===== src/rtl/seq5_pkg.sv =====
package seq5_pkg;
  localparam int STATE_W = 3;
  typedef logic [STATE_W-1:0] code_t;

  localparam code_t CODE_START = 3'b000;

  // Minimized next-state equations on {C,B,A}.
  function automatic code_t next_code(input code_t cur);
    logic c, b, a;
    code_t nxt;
    {c, b, a} = cur;
    nxt[0] = b & ~c;
    nxt[1] = ~b | (~a & ~c);
    nxt[2] = a;
    return nxt;
  endfunction

  // Ring membership as a sum of products: unused codes are 001, 100, 111.
  function automatic logic is_ring(input code_t cur);
    logic c, b, a;
    {c, b, a} = cur;
    return (~c & ~a) | (b & ~(c & a)) | (c & ~b & a);
  endfunction
endpackage


===== src/rtl/seq5_next_logic.sv =====
module seq5_next_logic
  import seq5_pkg::*;
(
  input  code_t cur_code,
  output code_t nxt_code
);
  assign nxt_code = next_code(cur_code);
endmodule


===== src/rtl/seq5_state_reg.sv =====
module seq5_state_reg
  import seq5_pkg::*;
#(
  parameter code_t RESET_CODE = CODE_START
) (
  input  logic  clk,
  input  logic  rst,
  input  logic  load_en,
  input  code_t load_code,
  input  logic  step_en,
  input  code_t step_code,
  output code_t q
);
  always_ff @(posedge clk) begin
    if (rst)          q <= RESET_CODE;
    else if (load_en) q <= load_code;
    else if (step_en) q <= step_code;
  end

  // Registered copy of reset for the immediate check below.
  logic rst_q;
  always_ff @(posedge clk) rst_q <= rst;

  always @(posedge clk) begin
    if (rst_q) assert_reset_zero_R1: assert (q == RESET_CODE);
  end
endmodule


===== src/rtl/seq5_cycle_detect.sv =====
module seq5_cycle_detect
  import seq5_pkg::*;
(
  input  code_t cur_code,
  output logic  in_ring
);
  assign in_ring = is_ring(cur_code);
endmodule


===== src/rtl/seq5_counter.sv =====
module seq5_counter
  import seq5_pkg::*;
(
  input  logic       clk,
  input  logic       rst,
  input  logic       en,
  input  logic       load_en,
  input  logic [2:0] load_code,
  output logic [2:0] state,
  output logic       in_cycle
);
  code_t cur_code;
  code_t nxt_code;
  logic  in_ring;

  // Named events for the assertions.
  logic take_load, take_step, take_hold;
  assign take_load = !rst && load_en;
  assign take_step = !rst && !load_en && en;
  assign take_hold = !rst && !load_en && !en;

  seq5_next_logic u_next (
    .cur_code (cur_code),
    .nxt_code (nxt_code)
  );

  seq5_state_reg #(.RESET_CODE(CODE_START)) u_reg (
    .clk       (clk),
    .rst       (rst),
    .load_en   (load_en),
    .load_code (load_code),
    .step_en   (en),
    .step_code (nxt_code),
    .q         (cur_code)
  );

  seq5_cycle_detect u_detect (
    .cur_code (cur_code),
    .in_ring  (in_ring)
  );

  assign state    = cur_code;
  assign in_cycle = in_ring;

  assert_load_R2: assert property (@(posedge clk) disable iff (rst)
    take_load |=> state == $past(load_code));

  assert_step_ring_R3: assert property (@(posedge clk) disable iff (rst)
    (take_step && in_cycle) |=> (in_cycle && state != $past(state)));

  assert_hold_R4: assert property (@(posedge clk) disable iff (rst)
    take_hold |=> $stable(state));

  assert_recover_R10: assert property (@(posedge clk) disable iff (rst)
    (take_step && !in_cycle) |=> (in_cycle || state == 3'b100));

  assert_unused_111_R7: assert property (@(posedge clk) disable iff (rst)
    (take_step && state == 3'b111) |=> state == 3'b100);
endmodule


===== config.mk =====
export PLATFORM = sky130hd
export DESIGN_NAME = seq5_counter
export DESIGN_NICKNAME = d
export VERILOG_FILES = /design/src/rtl/seq5_pkg.sv /design/src/rtl/seq5_next_logic.sv /design/src/rtl/seq5_state_reg.sv /design/src/rtl/seq5_cycle_detect.sv /design/src/rtl/seq5_counter.sv
export SDC_FILE = /design/constraint.sdc
export NUM_CORES = 1
export LEC_CHECK = 0
export CELL_PAD_IN_SITES_DETAIL_PLACEMENT = 2
export CELL_PAD_IN_SITES_GLOBAL_PLACEMENT = 2
export CORE_AREA = 3 3 40 42
export DETAILED_ROUTE_END_ITERATION = 16
export DIE_AREA = 0 0 43 45
export PLACE_DENSITY = 0.68
export REMOVE_ABC_BUFFERS = 1
export SLEW_MARGIN = 20
export SYNTH_ARGS = -nofsm -noshare
export SYNTH_HDL_FRONTEND = slang
export SYNTH_SLANG_ARGS = --single-unit
export TNS_END_PERCENT = 5

===== constraint.sdc =====
create_clock -name clk -period 2.34 [get_ports clk]
set_input_delay 0.585 -clock clk [delete_from_list [all_inputs] [get_ports clk]]
set_output_delay 0.585 -clock clk [all_outputs]
set_load 0.02 [all_outputs]

==> flow_summary.toml, run 1 <==
[run_status]
status = "completed"

[layout]
largest_reg_flops = 3
regArea_sq_um = 60.1
multi_input_area_sq_um = 93.8
fin_util_pct = 24.1
fin_nets = 43
top_register = "u_reg.q"
top_regs = "u_reg.q x3"
n_antenna_cell = 0
mostFrequentLayoutCells = "clkdlybuf4s50_1 (10), nand2_1 (5), inv_1 (3), clkbuf_4 (3), dfxtp_1 (3)"
fin_area_sq_um = 310
fillerInstances = 157
drive_gt1_share_pct = 11.4
area_growth_syn_to_layout_pct = 87.9
final_common_cell = "clkdlybuf4s50_1"

[floorplanning]
rows = 13
core_area_sq_um = 1280
die_width_microns = 43
dieArea_sq_um = 1940
dieHeight_microns = 45
initial_core_util_pct = 12.9
pin_count = 11

[placement]
placed_area_sq_um = 284
portBuffers = 10
globalplace.congestion = 0.580

[critical_path]
rr_startpoint = "u_reg.q[0]"
critPathLaunchType = "flip-flop"
worst_setup_path_end_kind = "output port"
timing.reg2reg.setup_slack_ns = 1.41
cp.arrival_ns = 1.53
r2r_end = "u_reg.q[2]"
critPathRequiredTime_ns = 1.75
worstSetupPathType = "flip-flop to output port"
r2r_cells = 3
cp_max_fo = 6

[yosys]
ys_warn_count = 0
synth_area_sq_um = 165
seq_area_frac_synth_pct = 36.4
syn_inst = 21
synth-seq-cells = 3
avgSynthCellArea_sq_um = 7.86
ys_types = 11

[sta]
period_share_pct = 90.2
slew-limit-headroom_pct = 83.5
finalSetupTns_ns = 0
worst_pin_slew_ns = 0.247
maxSlewViolCount = 0
fin_skew_ns = 0.000647
period_needed_ns = 2.11
setup_viol = 0
fmax_mhz = 474
hold_viol_final = 0
rsz0062_at_grt = "no"

[routing]
drc = 0
dr.pass1.iters = 1
viasPerCell = 4.08
vias = 204
wl_per_cell_microns = 10.8
antenna_left = 0
finalWirelength_microns = 539
drtIter0Drc = 0

[global_routing]
grt_first_pass_wirelength_microns = 821
antenna_found_initial = 0
track_usage_pct = 5.98
grt_use_met1_pct = 6.22
overflow = 0
grt_pass1_vias = 223
busiest_layer = "met2"
use_met3_pct = 1.20
grt_max_degree = 7
met2_usage_pct = 9.28

[min_path]
worstHoldStart = "u_reg.q[1]"
min_path_type = "flip-flop to flip-flop"
holdPathStages = 2
holdPathEnd = "u_reg.q[0]"

[clock_tree]
cts-resized-gates = 0
cts.sinks = 3
post_cts_buffers = 0
clk_pin_slew_ns = 0.04
cts.path.max_buffers = 2
htree_levels = 1
root_buffer = "clkbuf_4"
numCtsBuffers = 3
ctsHoldBuffers = 0
insertion_delay_ns = 0.23
cts_tree = "done"

[power_and_ir_drop]
ir_worst_vdd_v = 0.000189
p_per_area_nw_per_um2 = 635
leakage_nw = 0.125

[flow_run]
drv_cap = 0
==> cell families after synthesis <==
family	share of synthesized area [%]
muxes	6.82
AOI/OAI and AO/OA	28.8
xor gates and xnor gates	5.30
and+or+nand+nor	15.9
buffers and inverters	6.82
DFF	36.4
==> cell usage after synthesis <==
cell type	count	area, sq um
mux2_1	1	11.3
nand3b_1	1	7.51
dfxtp_1	3	60.1
o211ai_1	2	15.0
a21oi_2	1	8.76
nand2_1	5	18.8
a21oi_1	2	10.0
a221oi_1	1	8.76
inv_1	3	11.3
o21ai_0	1	5.00
xor2_1	1	8.76
==> critical path, stage by stage (launching register included) <==
cell             delay (ns)
dfxtp_1                0.35
xor2_1                 0.17
o21ai_0                0.15
clkdlybuf4s50_1        0.62
==> per-stage QoR <==
step / worst slack, ns / cells / total power [mW] / hold WS (ns)
2_1_floorplan: 0.669 / 21 / 0.0787 / 0.611
3_5_place_dp: 0.463 / 46 / 0.107 / 0.600
4_1_cts: 0.206 / 50 / 0.201 / 0.610
3_3_place_gp: 0.486 / 46 / 0.105 / 0.563
5_1_grt: 0.116 / 50 / 0.212 / 0.629
6_report: 0.229 / 50 / 0.197 / 0.590
==> where the power goes <==
group	internal, mW	switching [mW]
registers	0.0550	0.00553
clock network	0.0640	0.0280
logic	0.0250	0.0195
total	0.144	0.0530
==> worst max path at each step <==
stage	from	endpoint	cells past startpoint
global placement	u_reg.q[2]	in_cycle	3
finish	u_reg.q[2]	in_cycle	3
floorplan	u_reg.q[0]	in_cycle	2
CTS	u_reg.q[2]	in_cycle	3
detailed placement	u_reg.q[2]	in_cycle	3
global route	u_reg.q[0]	in_cycle	3
==> routing by layer <==
metal,vias to the layer above,routed length [microns]
met1,93,231
met5,-,0
met3,0,53
met2,11,255
li1,100,-
met4,0,0
==> area by class of cell <==
cell class              instances  share of cell area (%)
clock buffers                   4                    8.47
inverters                       3                    3.63
multi-input cells              15                    30.2
flip-flops and latches          3                    19.4
well taps                      15                    6.05
repair buffers                 10                    32.3
No activity file was read; power rests on OpenSTA's default activity.
==> run 2: changes to the inputs <==
--- a/config.mk
+++ b/config.mk
@@ -12,3 +12,3 @@
 export DIE_AREA = 0 0 43 45
-export PLACE_DENSITY = 0.68
+export PLACE_DENSITY_LB_ADDON = 0.15
 export REMOVE_ABC_BUFFERS = 1
--- a/constraint.sdc
+++ b/constraint.sdc
@@ -3,2 +3,2 @@
 set_output_delay 0.585 -clock clk [all_outputs]
-set_load 0.02 [all_outputs]
+set_load 0.05 [all_outputs]
==> run 2 against run 1 <==
- power grew 4.9%
- register-to-register slack barely moved
- wire length fell by 4.5%
- clock-buffer cell count stayed put
- combinational power up 29%
- non-clock buffer count unchanged
- final cell count is the same
- sequential share of layout area rose by 0.16 points
- clock skew about the same
- die area did not move
- critical path depth down 2
- critical path type unchanged
==> flow_summary.toml, run 2 (synthesis results as in run 1) <==
[routing]
vias = 204
drc = 0
drtIter0Drc = 1
finalWirelength_microns = 515
wl_per_cell_microns = 10.3
antenna_left = 0
dr.pass1.iters = 4
viasPerCell = 4.08

[layout]
mostFrequentLayoutCells = "clkdlybuf4s50_1 (9), nand2_1 (5), inv_1 (3), clkbuf_4 (3), dfxtp_1 (3)"
final_common_cell = "clkdlybuf4s50_1"
fin_util_pct = 24.0
n_antenna_cell = 0
top_regs = "u_reg.q x3"
top_register = "u_reg.q"
fillerInstances = 159
area_growth_syn_to_layout_pct = 86.4
drive_gt1_share_pct = 14.3
fin_area_sq_um = 308
fin_nets = 43
largest_reg_flops = 3

[sta]
worst_pin_slew_ns = 0.496
fmax_mhz = 481
finalSetupTns_ns = 0
fin_skew_ns = 0.000637
period_needed_ns = 2.08
maxSlewViolCount = 0
rsz0062_at_grt = "no"
hold_viol_final = 0
period_share_pct = 88.9
worst_slack_ns = 0.259
hold_slack_ns = 0.612
slew-limit-headroom_pct = 66.8
setup_viol = 0

[critical_path]
critPathMaxStageDelay_ns = 0.84
worstSetupPathType = "flip-flop to output port"
rr_startpoint = "u_reg.q[0]"
worst_setup_path_end_kind = "output port"
path_cells = "clkdlybuf4s50_1"
cp.arrival_ns = 1.50
critPathLaunchType = "flip-flop"
cp_slowest_cell = "clkdlybuf4s50_1"
crit_start = "u_reg.q[0]"
crit_family = "buffers and inverters"
worst-path-buf-inv = 1
critPathRequiredTime_ns = 1.75
cp_max_fo = 6

[placement]
post-place-ws_ns = 0.495
portBuffers = 10
place_hpwl_microns = 420
globalplace.congestion = 0.652
placed_area_sq_um = 282

[global_routing]
grt_pass1_vias = 180
track_usage_pct = 5.82
grt_first_pass_wirelength_microns = 814
antenna_found_initial = 0
overflow = 0
grt_max_degree = 7

[clock_tree]
numCtsBuffers = 3
cts-resized-gates = 0
cts.path.max_buffers = 2
cts_tree = "done"
post_cts_buffers = 0
root_buffer = "clkbuf_4"
htree_levels = 1
clk_pin_slew_ns = 0.04
insertion_delay_ns = 0.23
cts.sinks = 3
ctsHoldBuffers = 0

[floorplanning]
pin_count = 11
rows = 13
die_width_microns = 43
core_area_sq_um = 1280
initial_core_util_pct = 12.9
dieHeight_microns = 45
dieArea_sq_um = 1940

[flow_run]
drv_cap = 0

[min_path]
min_path_type = "flip-flop to flip-flop"
worstHoldStart = "u_reg.q[1]"

[power_and_ir_drop]
ir_worst_vdd_v = 0.000154
leakage_nw = 0.125
p_per_area_nw_per_um2 = 672

[run_status]
status = "completed"
-- run 2: cell count changes in the layout (fill, tap and decap cells not counted), sizes merged --
| cell | before | now |
|---|---|---|
| clkdlybuf4s50 | 10 | 9 |
| buf | 0 | 1 |
-- run 2: cell type report --
type,instances,area (sq um),area share (%)
Clock buffer,4,26.3,8.54
Multi-Input combinational cell,15,93.8,30.5
Tap cell,15,18.8,6.10
Timing Repair Buffer,10,97.6,31.7
Sequential cell,3,60.1,19.5
Inverter,3,11.3,3.66
-- run 2: path summary, 6_finish.rpt --
| check | end | slack [ns] | cells past startpoint |
|---|---|---|---|
| worst max-delay path | state[0] | 0.26 | 1 |
| worst min-delay path | u_reg.q[0] | 0.61 | 2 |
| worst max register to register | u_reg.q[0] | 1.41 | 2 |
| worst min register to register | u_reg.q[0] | 0.61 | 2 |
-- run 2: report_power, final --
group / total [mW] / switching, mW / internal [mW]
Combinational: 0.0576 / 0.0336 / 0.0240
Sequential: 0.0607 / 0.00563 / 0.0551
Clock: 0.0885 / 0.0248 / 0.0638
-- run 2: layer usage --
layer,vias up,track usage (%),part of all wire (%)
met5,-,0,0
met4,0,3.61,0
met3,0,2.79,9.5
met2,11,7.78,43
met1,92,7.43,47
li1,101,-,-
-- run 2: metrics by stage --
step           total power, mW  std cells
2_1_floorplan           0.0926         21
3_3_place_gp             0.119         46
3_5_place_dp             0.120         46
4_1_cts                  0.214         50
5_1_grt                  0.223         50
6_report                 0.207         50
